===== config.mk =====
export PLATFORM = sky130hd
export DESIGN_NAME = ca_cache
export DESIGN_NICKNAME = d
export VERILOG_FILES = /design/src/rtl/ca_pkg.sv /design/src/rtl/ca_line_store.sv /design/src/rtl/ca_probe.sv /design/src/rtl/ca_ctrl.sv /design/src/rtl/ca_cache.sv
export SDC_FILE = /design/constraint.sdc
export NUM_CORES = 1
export LEC_CHECK = 0
export CORE_MARGIN = 4
export CORE_UTILIZATION = 40
export DETAILED_ROUTE_END_ITERATION = 16
export PLACE_DENSITY = 0.63
export SYNTH_ARGS = -nofsm -noshare
export SYNTH_HDL_FRONTEND = slang
export SYNTH_HIERARCHICAL = 1
export SYNTH_SLANG_ARGS = --single-unit

===== constraint.sdc =====
create_clock -name clk -period 5 [get_ports clk]
set_clock_uncertainty 0.05 [all_clocks]
set_input_delay 0.75 -clock clk [delete_from_list [all_inputs] [get_ports clk]]
set_output_delay 0.75 -clock clk [all_outputs]
set_load 0.02 [all_outputs]

===== src/rtl/ca_pkg.sv =====
package ca_pkg;
  typedef enum logic [1:0] {
    CA_IDLE = 2'd0,
    CA_ALT  = 2'd1,
    CA_FILL = 2'd2
  } ca_phase_e;
endpackage


===== src/rtl/ca_line_store.sv =====
module ca_line_store #(
  parameter int IDX_W  = 3,
  parameter int TAG_W  = 10,
  parameter int DATA_W = 16
) (
  input  logic              clk,
  input  logic              rst_n,
  input  logic [IDX_W-1:0]  rd_a_idx,
  output logic              rd_a_valid,
  output logic              rd_a_rehash,
  output logic [TAG_W-1:0]  rd_a_tag,
  output logic [DATA_W-1:0] rd_a_data,
  input  logic [IDX_W-1:0]  rd_b_idx,
  output logic              rd_b_valid,
  output logic [TAG_W-1:0]  rd_b_tag,
  output logic [DATA_W-1:0] rd_b_data,
  input  logic              wr_a_en,
  input  logic [IDX_W-1:0]  wr_a_idx,
  input  logic              wr_a_valid,
  input  logic              wr_a_rehash,
  input  logic [TAG_W-1:0]  wr_a_tag,
  input  logic [DATA_W-1:0] wr_a_data,
  input  logic              wr_b_en,
  input  logic [IDX_W-1:0]  wr_b_idx,
  input  logic              wr_b_valid,
  input  logic              wr_b_rehash,
  input  logic [TAG_W-1:0]  wr_b_tag,
  input  logic [DATA_W-1:0] wr_b_data
);
  localparam int LINES = 1 << IDX_W;

  logic [LINES-1:0]  valid_q;
  logic [LINES-1:0]  rehash_q;
  logic [TAG_W-1:0]  tag_q  [LINES];
  logic [DATA_W-1:0] data_q [LINES];

  always_ff @(posedge clk or negedge rst_n) begin
    if (!rst_n) begin
      valid_q  <= '0;
      rehash_q <= '0;
    end else begin
      if (wr_a_en) begin
        valid_q[wr_a_idx]  <= wr_a_valid;
        rehash_q[wr_a_idx] <= wr_a_rehash;
      end
      if (wr_b_en) begin
        valid_q[wr_b_idx]  <= wr_b_valid;
        rehash_q[wr_b_idx] <= wr_b_rehash;
      end
    end
  end

  always_ff @(posedge clk) begin
    if (wr_a_en) begin
      tag_q[wr_a_idx]  <= wr_a_tag;
      data_q[wr_a_idx] <= wr_a_data;
    end
    if (wr_b_en) begin
      tag_q[wr_b_idx]  <= wr_b_tag;
      data_q[wr_b_idx] <= wr_b_data;
    end
  end

  assign rd_a_valid  = valid_q[rd_a_idx];
  assign rd_a_rehash = rehash_q[rd_a_idx];
  assign rd_a_tag    = tag_q[rd_a_idx];
  assign rd_a_data   = data_q[rd_a_idx];
  assign rd_b_valid  = valid_q[rd_b_idx];
  assign rd_b_tag    = tag_q[rd_b_idx];
  assign rd_b_data   = data_q[rd_b_idx];

  // a swap or a fill touches two distinct lines
  a_r7_ports_distinct: assert property (@(posedge clk) disable iff (!rst_n)
    (wr_a_en && wr_b_en) |-> (wr_a_idx != wr_b_idx));
endmodule


===== src/rtl/ca_probe.sv =====
module ca_probe #(
  parameter int ADDR_W = 12,
  parameter int IDX_W  = 3,
  parameter int TAG_W  = ADDR_W - IDX_W + 1
) (
  input  logic [ADDR_W-1:0] addr,
  input  logic              home_valid,
  input  logic              home_rehash,
  input  logic [TAG_W-1:0]  home_tag,
  input  logic              alt_valid,
  input  logic [TAG_W-1:0]  alt_tag,
  output logic [IDX_W-1:0]  idx_home,
  output logic [IDX_W-1:0]  idx_alt,
  output logic [TAG_W-1:0]  tag_key,
  output logic              hit_home,
  output logic              hit_alt,
  output logic              early_miss
);
  function automatic logic [IDX_W-1:0] home_index(input logic [ADDR_W-1:0] a);
    return a[IDX_W-1:0];
  endfunction

  function automatic logic [IDX_W-1:0] alt_index(input logic [ADDR_W-1:0] a);
    logic [IDX_W-1:0] flip;
    flip = '0;
    flip[IDX_W-1] = 1'b1;
    return a[IDX_W-1:0] ^ flip;
  endfunction

  // key keeps the index top bit so a rehashed block stays distinguishable
  function automatic logic [TAG_W-1:0] key_of(input logic [ADDR_W-1:0] a);
    return a[ADDR_W-1:IDX_W-1];
  endfunction

  assign idx_home   = home_index(addr);
  assign idx_alt    = alt_index(addr);
  assign tag_key    = key_of(addr);
  assign hit_home   = home_valid && (home_tag == tag_key);
  assign hit_alt    = alt_valid && (alt_tag == tag_key);
  assign early_miss = !hit_home && home_valid && home_rehash;
endmodule


===== src/rtl/ca_ctrl.sv =====
module ca_ctrl
  import ca_pkg::*;
#(
  parameter int ADDR_W = 12,
  parameter int IDX_W  = 3,
  parameter int TAG_W  = ADDR_W - IDX_W + 1,
  parameter int DATA_W = 16
) (
  input  logic              clk,
  input  logic              rst_n,
  input  logic              cpu_req,
  input  logic [ADDR_W-1:0] cpu_addr,
  output logic [ADDR_W-1:0] probe_addr,
  input  logic [IDX_W-1:0]  idx_home,
  input  logic [IDX_W-1:0]  idx_alt,
  input  logic [TAG_W-1:0]  tag_key,
  input  logic              hit_home,
  input  logic              hit_alt,
  input  logic              early_miss,
  input  logic              home_valid,
  input  logic [TAG_W-1:0]  home_tag,
  input  logic [DATA_W-1:0] home_data,
  input  logic [TAG_W-1:0]  alt_tag,
  input  logic [DATA_W-1:0] alt_data,
  output logic              wr_a_en,
  output logic [IDX_W-1:0]  wr_a_idx,
  output logic              wr_a_valid,
  output logic              wr_a_rehash,
  output logic [TAG_W-1:0]  wr_a_tag,
  output logic [DATA_W-1:0] wr_a_data,
  output logic              wr_b_en,
  output logic [IDX_W-1:0]  wr_b_idx,
  output logic              wr_b_valid,
  output logic              wr_b_rehash,
  output logic [TAG_W-1:0]  wr_b_tag,
  output logic [DATA_W-1:0] wr_b_data,
  output logic              cpu_ready,
  output logic              cpu_done,
  output logic              cpu_hit,
  output logic [DATA_W-1:0] cpu_rdata,
  output logic              mem_req,
  output logic [ADDR_W-1:0] mem_addr,
  input  logic              mem_valid,
  input  logic [DATA_W-1:0] mem_rdata
);
  ca_phase_e         phase_q, phase_d;
  logic [ADDR_W-1:0] addr_q, addr_d;
  logic              early_q, early_d;
  logic              done_d, hit_d;
  logic [DATA_W-1:0] rdata_d;

  assign probe_addr = (phase_q == CA_IDLE) ? cpu_addr : addr_q;
  assign cpu_ready  = (phase_q == CA_IDLE);
  assign mem_req    = (phase_q == CA_FILL);
  assign mem_addr   = addr_q;

  always_comb begin
    phase_d     = phase_q;
    addr_d      = addr_q;
    early_d     = early_q;
    done_d      = 1'b0;
    hit_d       = 1'b0;
    rdata_d     = cpu_rdata;
    wr_a_en     = 1'b0;
    wr_a_idx    = idx_home;
    wr_a_valid  = 1'b1;
    wr_a_rehash = 1'b0;
    wr_a_tag    = tag_key;
    wr_a_data   = mem_rdata;
    wr_b_en     = 1'b0;
    wr_b_idx    = idx_alt;
    wr_b_valid  = home_valid;
    wr_b_rehash = 1'b1;
    wr_b_tag    = home_tag;
    wr_b_data   = home_data;
    unique case (phase_q)
      CA_IDLE: begin
        if (cpu_req) begin
          addr_d = cpu_addr;
          if (hit_home) begin
            done_d  = 1'b1;
            hit_d   = 1'b1;
            rdata_d = home_data;
          end else if (early_miss) begin
            phase_d = CA_FILL;
            early_d = 1'b1;
          end else begin
            phase_d = CA_ALT;
            early_d = 1'b0;
          end
        end
      end
      CA_ALT: begin
        if (hit_alt) begin
          done_d    = 1'b1;
          hit_d     = 1'b1;
          rdata_d   = alt_data;
          wr_a_en   = 1'b1;
          wr_a_tag  = alt_tag;
          wr_a_data = alt_data;
          wr_b_en   = 1'b1;
          phase_d   = CA_IDLE;
        end else begin
          phase_d = CA_FILL;
        end
      end
      CA_FILL: begin
        if (mem_valid) begin
          done_d  = 1'b1;
          rdata_d = mem_rdata;
          wr_a_en = 1'b1;
          wr_b_en = !early_q;
          phase_d = CA_IDLE;
        end
      end
      default: phase_d = CA_IDLE;
    endcase
  end

  always_ff @(posedge clk or negedge rst_n) begin
    if (!rst_n) begin
      phase_q   <= CA_IDLE;
      addr_q    <= '0;
      early_q   <= 1'b0;
      cpu_done  <= 1'b0;
      cpu_hit   <= 1'b0;
      cpu_rdata <= '0;
    end else begin
      phase_q   <= phase_d;
      addr_q    <= addr_d;
      early_q   <= early_d;
      cpu_done  <= done_d;
      cpu_hit   <= hit_d;
      cpu_rdata <= rdata_d;
    end
  end

  // first-probe hit answers the next cycle
  a_r2_first_hit: assert property (@(posedge clk) disable iff (!rst_n)
    (cpu_ready && cpu_req && hit_home) |=> (cpu_done && cpu_hit));
  // early miss goes straight to the fetch
  a_r6_early_fetch: assert property (@(posedge clk) disable iff (!rst_n)
    (cpu_ready && cpu_req && !hit_home && early_miss) |=> mem_req);
  // an ordinary first-probe miss spends one cycle on the second probe
  a_r5_second_probe: assert property (@(posedge clk) disable iff (!rst_n)
    (cpu_ready && cpu_req && !hit_home && !early_miss) |=> (!mem_req && !cpu_done && !cpu_ready));
  // second-probe hit answers and frees the port
  a_r3_second_hit: assert property (@(posedge clk) disable iff (!rst_n)
    (phase_q == CA_ALT && hit_alt) |=> (cpu_done && cpu_hit && cpu_ready));
  // fetch request is held with a stable address
  a_r9_mem_hold: assert property (@(posedge clk) disable iff (!rst_n)
    (mem_req && !mem_valid) |=> (mem_req && $stable(mem_addr)));
  // returned word is forwarded as a miss response
  a_r9_fill_data: assert property (@(posedge clk) disable iff (!rst_n)
    (mem_req && mem_valid) |=> (cpu_done && !cpu_hit && cpu_rdata == $past(mem_rdata)));
  // responses only appear with the port idle
  a_r10_done_idle: assert property (@(posedge clk) disable iff (!rst_n)
    cpu_done |-> cpu_ready);
endmodule


===== src/rtl/ca_cache.sv =====
module ca_cache #(
  parameter int ADDR_W = 12,
  parameter int IDX_W  = 3,
  parameter int DATA_W = 16
) (
  input  logic              clk,
  input  logic              rst_n,
  input  logic              cpu_req,
  input  logic [ADDR_W-1:0] cpu_addr,
  output logic              cpu_ready,
  output logic              cpu_done,
  output logic              cpu_hit,
  output logic [DATA_W-1:0] cpu_rdata,
  output logic              mem_req,
  output logic [ADDR_W-1:0] mem_addr,
  input  logic              mem_valid,
  input  logic [DATA_W-1:0] mem_rdata
);
  localparam int TAG_W = ADDR_W - IDX_W + 1;

  logic [ADDR_W-1:0] probe_addr;
  logic [IDX_W-1:0]  idx_home, idx_alt;
  logic [TAG_W-1:0]  tag_key;
  logic              hit_home, hit_alt, early_miss;
  logic              home_valid, home_rehash, alt_valid;
  logic [TAG_W-1:0]  home_tag, alt_tag;
  logic [DATA_W-1:0] home_data, alt_data;
  logic              wr_a_en, wr_a_valid, wr_a_rehash;
  logic [IDX_W-1:0]  wr_a_idx;
  logic [TAG_W-1:0]  wr_a_tag;
  logic [DATA_W-1:0] wr_a_data;
  logic              wr_b_en, wr_b_valid, wr_b_rehash;
  logic [IDX_W-1:0]  wr_b_idx;
  logic [TAG_W-1:0]  wr_b_tag;
  logic [DATA_W-1:0] wr_b_data;

  ca_probe #(.ADDR_W(ADDR_W), .IDX_W(IDX_W), .TAG_W(TAG_W)) u_probe (
    .addr(probe_addr), .home_valid(home_valid), .home_rehash(home_rehash),
    .home_tag(home_tag), .alt_valid(alt_valid), .alt_tag(alt_tag),
    .idx_home(idx_home), .idx_alt(idx_alt), .tag_key(tag_key),
    .hit_home(hit_home), .hit_alt(hit_alt), .early_miss(early_miss)
  );

  ca_line_store #(.IDX_W(IDX_W), .TAG_W(TAG_W), .DATA_W(DATA_W)) u_store (
    .clk(clk), .rst_n(rst_n),
    .rd_a_idx(idx_home), .rd_a_valid(home_valid), .rd_a_rehash(home_rehash),
    .rd_a_tag(home_tag), .rd_a_data(home_data),
    .rd_b_idx(idx_alt), .rd_b_valid(alt_valid), .rd_b_tag(alt_tag),
    .rd_b_data(alt_data),
    .wr_a_en(wr_a_en), .wr_a_idx(wr_a_idx), .wr_a_valid(wr_a_valid),
    .wr_a_rehash(wr_a_rehash), .wr_a_tag(wr_a_tag), .wr_a_data(wr_a_data),
    .wr_b_en(wr_b_en), .wr_b_idx(wr_b_idx), .wr_b_valid(wr_b_valid),
    .wr_b_rehash(wr_b_rehash), .wr_b_tag(wr_b_tag), .wr_b_data(wr_b_data)
  );

  ca_ctrl #(.ADDR_W(ADDR_W), .IDX_W(IDX_W), .TAG_W(TAG_W), .DATA_W(DATA_W)) u_ctrl (
    .clk(clk), .rst_n(rst_n), .cpu_req(cpu_req), .cpu_addr(cpu_addr),
    .probe_addr(probe_addr), .idx_home(idx_home), .idx_alt(idx_alt),
    .tag_key(tag_key), .hit_home(hit_home), .hit_alt(hit_alt),
    .early_miss(early_miss), .home_valid(home_valid), .home_tag(home_tag),
    .home_data(home_data), .alt_tag(alt_tag), .alt_data(alt_data),
    .wr_a_en(wr_a_en), .wr_a_idx(wr_a_idx), .wr_a_valid(wr_a_valid),
    .wr_a_rehash(wr_a_rehash), .wr_a_tag(wr_a_tag), .wr_a_data(wr_a_data),
    .wr_b_en(wr_b_en), .wr_b_idx(wr_b_idx), .wr_b_valid(wr_b_valid),
    .wr_b_rehash(wr_b_rehash), .wr_b_tag(wr_b_tag), .wr_b_data(wr_b_data),
    .cpu_ready(cpu_ready), .cpu_done(cpu_done), .cpu_hit(cpu_hit),
    .cpu_rdata(cpu_rdata), .mem_req(mem_req), .mem_addr(mem_addr),
    .mem_valid(mem_valid), .mem_rdata(mem_rdata)
  );

  // an invalid home line is never reported as a first hit
  a_r11_invalid_home: assert property (@(posedge clk) disable iff (!rst_n)
    (cpu_ready && cpu_req && !home_valid) |=> !cpu_done);
endmodule


==> qor.tcl <==
set qor(status) {completed}
set qor(slew_limit_fails) 0
set qor(wl_per_cell_um) 25.5
set qor(worst-path-max-fanout) 39
set qor(yosys_most_used_dff) {edfxtp_1}
set qor(ys_types) 42
set qor(post_route_cells_drive_above_1_share_pct) 53.5
set qor(clock.fmax_mhz) 212
set qor(post_synthesis_xor_xnor_area_fraction_pct) 1.11
set qor(largest_stage_delay_worst_path_ps) 470
set qor(first_pass_grt_wire_length_mm) 60.9
set qor(initial_utilization_pct) 40.6
set qor(area_growth_pct) 15.5
set qor(grt_antenna_before_repair) 0
set qor(root_buffer) {clkbuf_16}
set qor(grt_pass1_vias) 9597
set qor(vias_after_detailed_routing) 9290
set qor(power_density_nw_per_um2) 593
set qor(globalRouteOverflowTotal) 0
set qor(rows) 72
set qor(fin_crit_sh_pct) 94.2
set qor(post-route-drc-count) 0
set qor(floorplan.die_area_um2) 42600
set qor(largest_family_of_logic_cells_by_synthesized_area) {multiplexers}
set qor(yosysWarnings) 6
set qor(setup-violations-final) 0
set qor(worst_skew_pair.late_latency_ps) 570
set qor(worst_path_max_delay_cell) {buf_4}
set qor(number_of_drc_markers_in_iteration_0) 740
set qor(syn_area_um2) 15700
set qor(rsz0062_at_grt) {false}
set qor(cts_htree_levels) 1
set qor(met2_wirelength_mm) 19.6
set qor(total_power_w) 0.0108
set qor(placed_wire_length_estimate_after_detailed_placement_mm) 25.8
set qor(critPathArrivalTime_ps) 4980
set qor(top_cell_by_count_worst_path) {buf_4}
set qor(cts_bufs_inserted) 30
set qor(cts_tree) {done}
set qor(post_synthesis_cells) 1006
set qor(dr.pass1.iters) 4
set qor(time_the_worst_path_needs_with_i_o_delays_and_setup_ps) 4710
set qor(post_synthesis_compound_gate_area_fraction_pct) 2.32
set qor(cts.path.max_buffers) 3
set qor(highest-signal-layer) {met4}
set qor(cp_cell_sequence) {inv_1, ha_2, buf_4, mux2_8, buf_4, mux4_2, mux2_2, nand4_1, nor3_1, buf_4, a22oi_1, nor2b_1, buf_4, and4bb_2, or2_2, buf_12}
set qor(cellLeakagePower_nw) 6.26
set qor(port_buffers) 63
set qor(synth_fa_ha_area_share_pct) 0.556
set qor(synth.avg_cell_area_um2) 15.7
set qor(yosys_register_bits) 257
set qor(synth-seq-area-share_pct) 47.4
set qor(routed_wl_mm) 40.9
set qor(final_hold_violation_count) 0
set qor(postSynth.asyncResetShare_pct) 19.1
set qor(cts_post_setup_buffers_inserted) 0
set qor(routabilityCongestion) 0.767
set qor(detail_route.vias_per_cell) 5.80
set qor(drt-met1-wl_mm) 18.7
set qor(fp.dieW_um) 206
set qor(timing.hold.ws_ps) 289
set qor(timing_worst_slew_pin_value_ps) 773
set qor(cap_viol_max_count) 0
set qor(layout_net_count) 1100
set qor(core_area_um2) 38800
set qor(number_of_nets_with_antenna_violations_after_detailed_routing) 0
set qor(final_core_utilization_pct) 46.8
set qor(grt.total_usage_pct) 18.9
set qor(synth_enable_flop_cells) 208
set qor(max_slew_margin_pct) 48.5
set qor(clkSinkCount) 257
set qor(worstSetupEndpointType) {register}
set qor(crit_type) {register to register}
set qor(power.ir.vdd_worst_mv) 0.303
set qor(inserted_diodes) 0
set qor(detailed_route_wirelength_on_metal3_mm) 1.86
set qor(design.portCount) 64
set qor(mux_cell_area_share_after_synthesis_pct) 40.5
set qor(die_height_um) 206
set qor(grt_max_degree) 50
set qor(worst_setup_path_start_kind) {register}
set qor(type_of_the_most_critical_hold_path) {input port to async pin}
set qor(synth_simple_gate_area_share_pct) 2.87
set qor(clk_pin_slew_worst_paths_ps) 60
set qor(worst_ep_required_time_ps) 5270
==> layout by cell type (no fill, tap or decap), types with 25 or more instances in the layout <==
cell type and n:
edfxtp_1 208, a21oi_1 25, clkdlybuf4s50_1 62, mux2_2 322
mux4_2 110, dfrtp_1 49, buf_12 28, nor2_1 25
clkbuf_16 30, buf_4 53
==> power breakdown <==
group / internal, W / total [W] / switching (W)
sequential: 0.00271 / 0.00285 / 0.000141
clock: 0.00120 / 0.00209 / 0.000888
combinational: 0.00284 / 0.00585 / 0.00301
==> cell families after synthesis <==
kind of cell    after synthesis
mux                         458
flops                       257
buf+inv                     129
simple gates                 76
compound gates               57
xor+xnor                     20
fa+ha+maj                     7
other cells                   2
==> final timing paths <==
| check | start | to | slack, ps | depth (start not counted) |
|---|---|---|---|---|
| worst max register to register | u_ctrl/phase_q[0]$_DFFE_PN0P_ | u_store/data_q[2][8]$_DFFE_PP_ | 290 | 16 |
| max in group asynchronous | rst_n | u_ctrl/cpu_rdata[1]$_DFFE_PN0P_ | 4080 | 2 |
| min in group clk | u_ctrl/early_q$_DFFE_PN0P_ | u_ctrl/early_q$_DFFE_PN0P_ | 450 | 1 |
| worst min-delay path | rst_n | u_ctrl/cpu_rdata[12]$_DFFE_PN0P_ | 290 | 2 |
| worst max-delay path | u_ctrl/phase_q[0]$_DFFE_PN0P_ | u_store/data_q[2][8]$_DFFE_PP_ | 290 | 16 |
| worst min register to register | u_ctrl/early_q$_DFFE_PN0P_ | u_ctrl/early_q$_DFFE_PN0P_ | 450 | 1 |
==> cell type report <==
cell class              instances  area [um^2]
multi-input cells             622         7540
repair buffers                144         1580
flip-flops and latches        257         7470
fillers                      3392        20600
inverters                       6         23.8
clock buffers                  37          777
clock inverters                19          143
well taps                     518          648
==> stage by stage <==
stage | TNS [ps] | instances | setup WS [ps] | instance area (um^2)
2_1_floorplan | 0 | 1007 | 56.9 | 15800
3_3_place_gp | -7560 | 1546 | -112 | 17200
3_5_place_dp | -4880 | 1546 | -94.5 | 17200
4_1_cts | 0 | 1602 | 127 | 18200
5_1_grt | 0 | 1603 | 36.5 | 18200
6_report | 0 | 1603 | 288 | 18200
==> Yosys cell counts, types with 4 or more instances <==
cell type,instances,share of area (%)
mux2_2,324,23
edfxtp_1,208,40
mux4_2,110,16
buf_4,52,2.5
dfrtp_1,49,7.8
buf_2,40,1.3
a21oi_1,25,0.79
nor2_1,25,0.60
mux2i_1,18,1.1
nand2_1,18,0.43
a22oi_1,17,0.81
clkbuf_1,13,0.31
buf_6,11,0.79
o21ai_0,10,0.32
xnor2_1,10,0.56
xor2_1,10,0.56
ha_1,7,0.56
and4bb_2,6,0.48
inv_1,6,0.14
mux2_1,6,0.43
nand4b_1,6,0.33
buf_1,5,0.12
nand4_1,4,0.16
or2_2,4,0.16
==> critical path: cells and delay by family, from the launching register on <==
kind	cells	cell delay (ps)
compound gates	1	310
buf+inv	6	1380
flops	1	420
fa+ha+maj	1	300
simple gates	5	870
mux	3	1090
==> flip-flops by register name, indices dropped and copies added (netlist names) <==
| name | cells |
|---|---|
| u_ctrl/early_q | 1 |
| u_ctrl/phase_q | 2 |
| u_store/valid_q | 8 |
| u_ctrl/cpu_hit | 1 |
| u_ctrl/cpu_rdata | 16 |
| u_store/rehash_q | 8 |
| u_store/tag_q | 80 |
| u_ctrl/mem_addr | 12 |
| u_ctrl/cpu_done | 1 |
| u_store/data_q | 128 |
==> what timing repair did <==
| action | in CTS | in global routing |
|---|---|---|
| endpoints found under the setup margin | 24 | 331 |
| gates cloned | 0 | 1 |
| hold buffers | 0 | 0 |
| pin swaps | 0 | 0 |
| gates resized for setup | 1 | 3 |
==> per-layer routing <==
layer  global-route usage [%]  up-vias
li1                         -     4091
met1                     27.9     4892
met2                     30.9      257
met3                     1.73       50
met4                     3.80        0
met5                        0        -
Power figures use the tool's default switching activity.
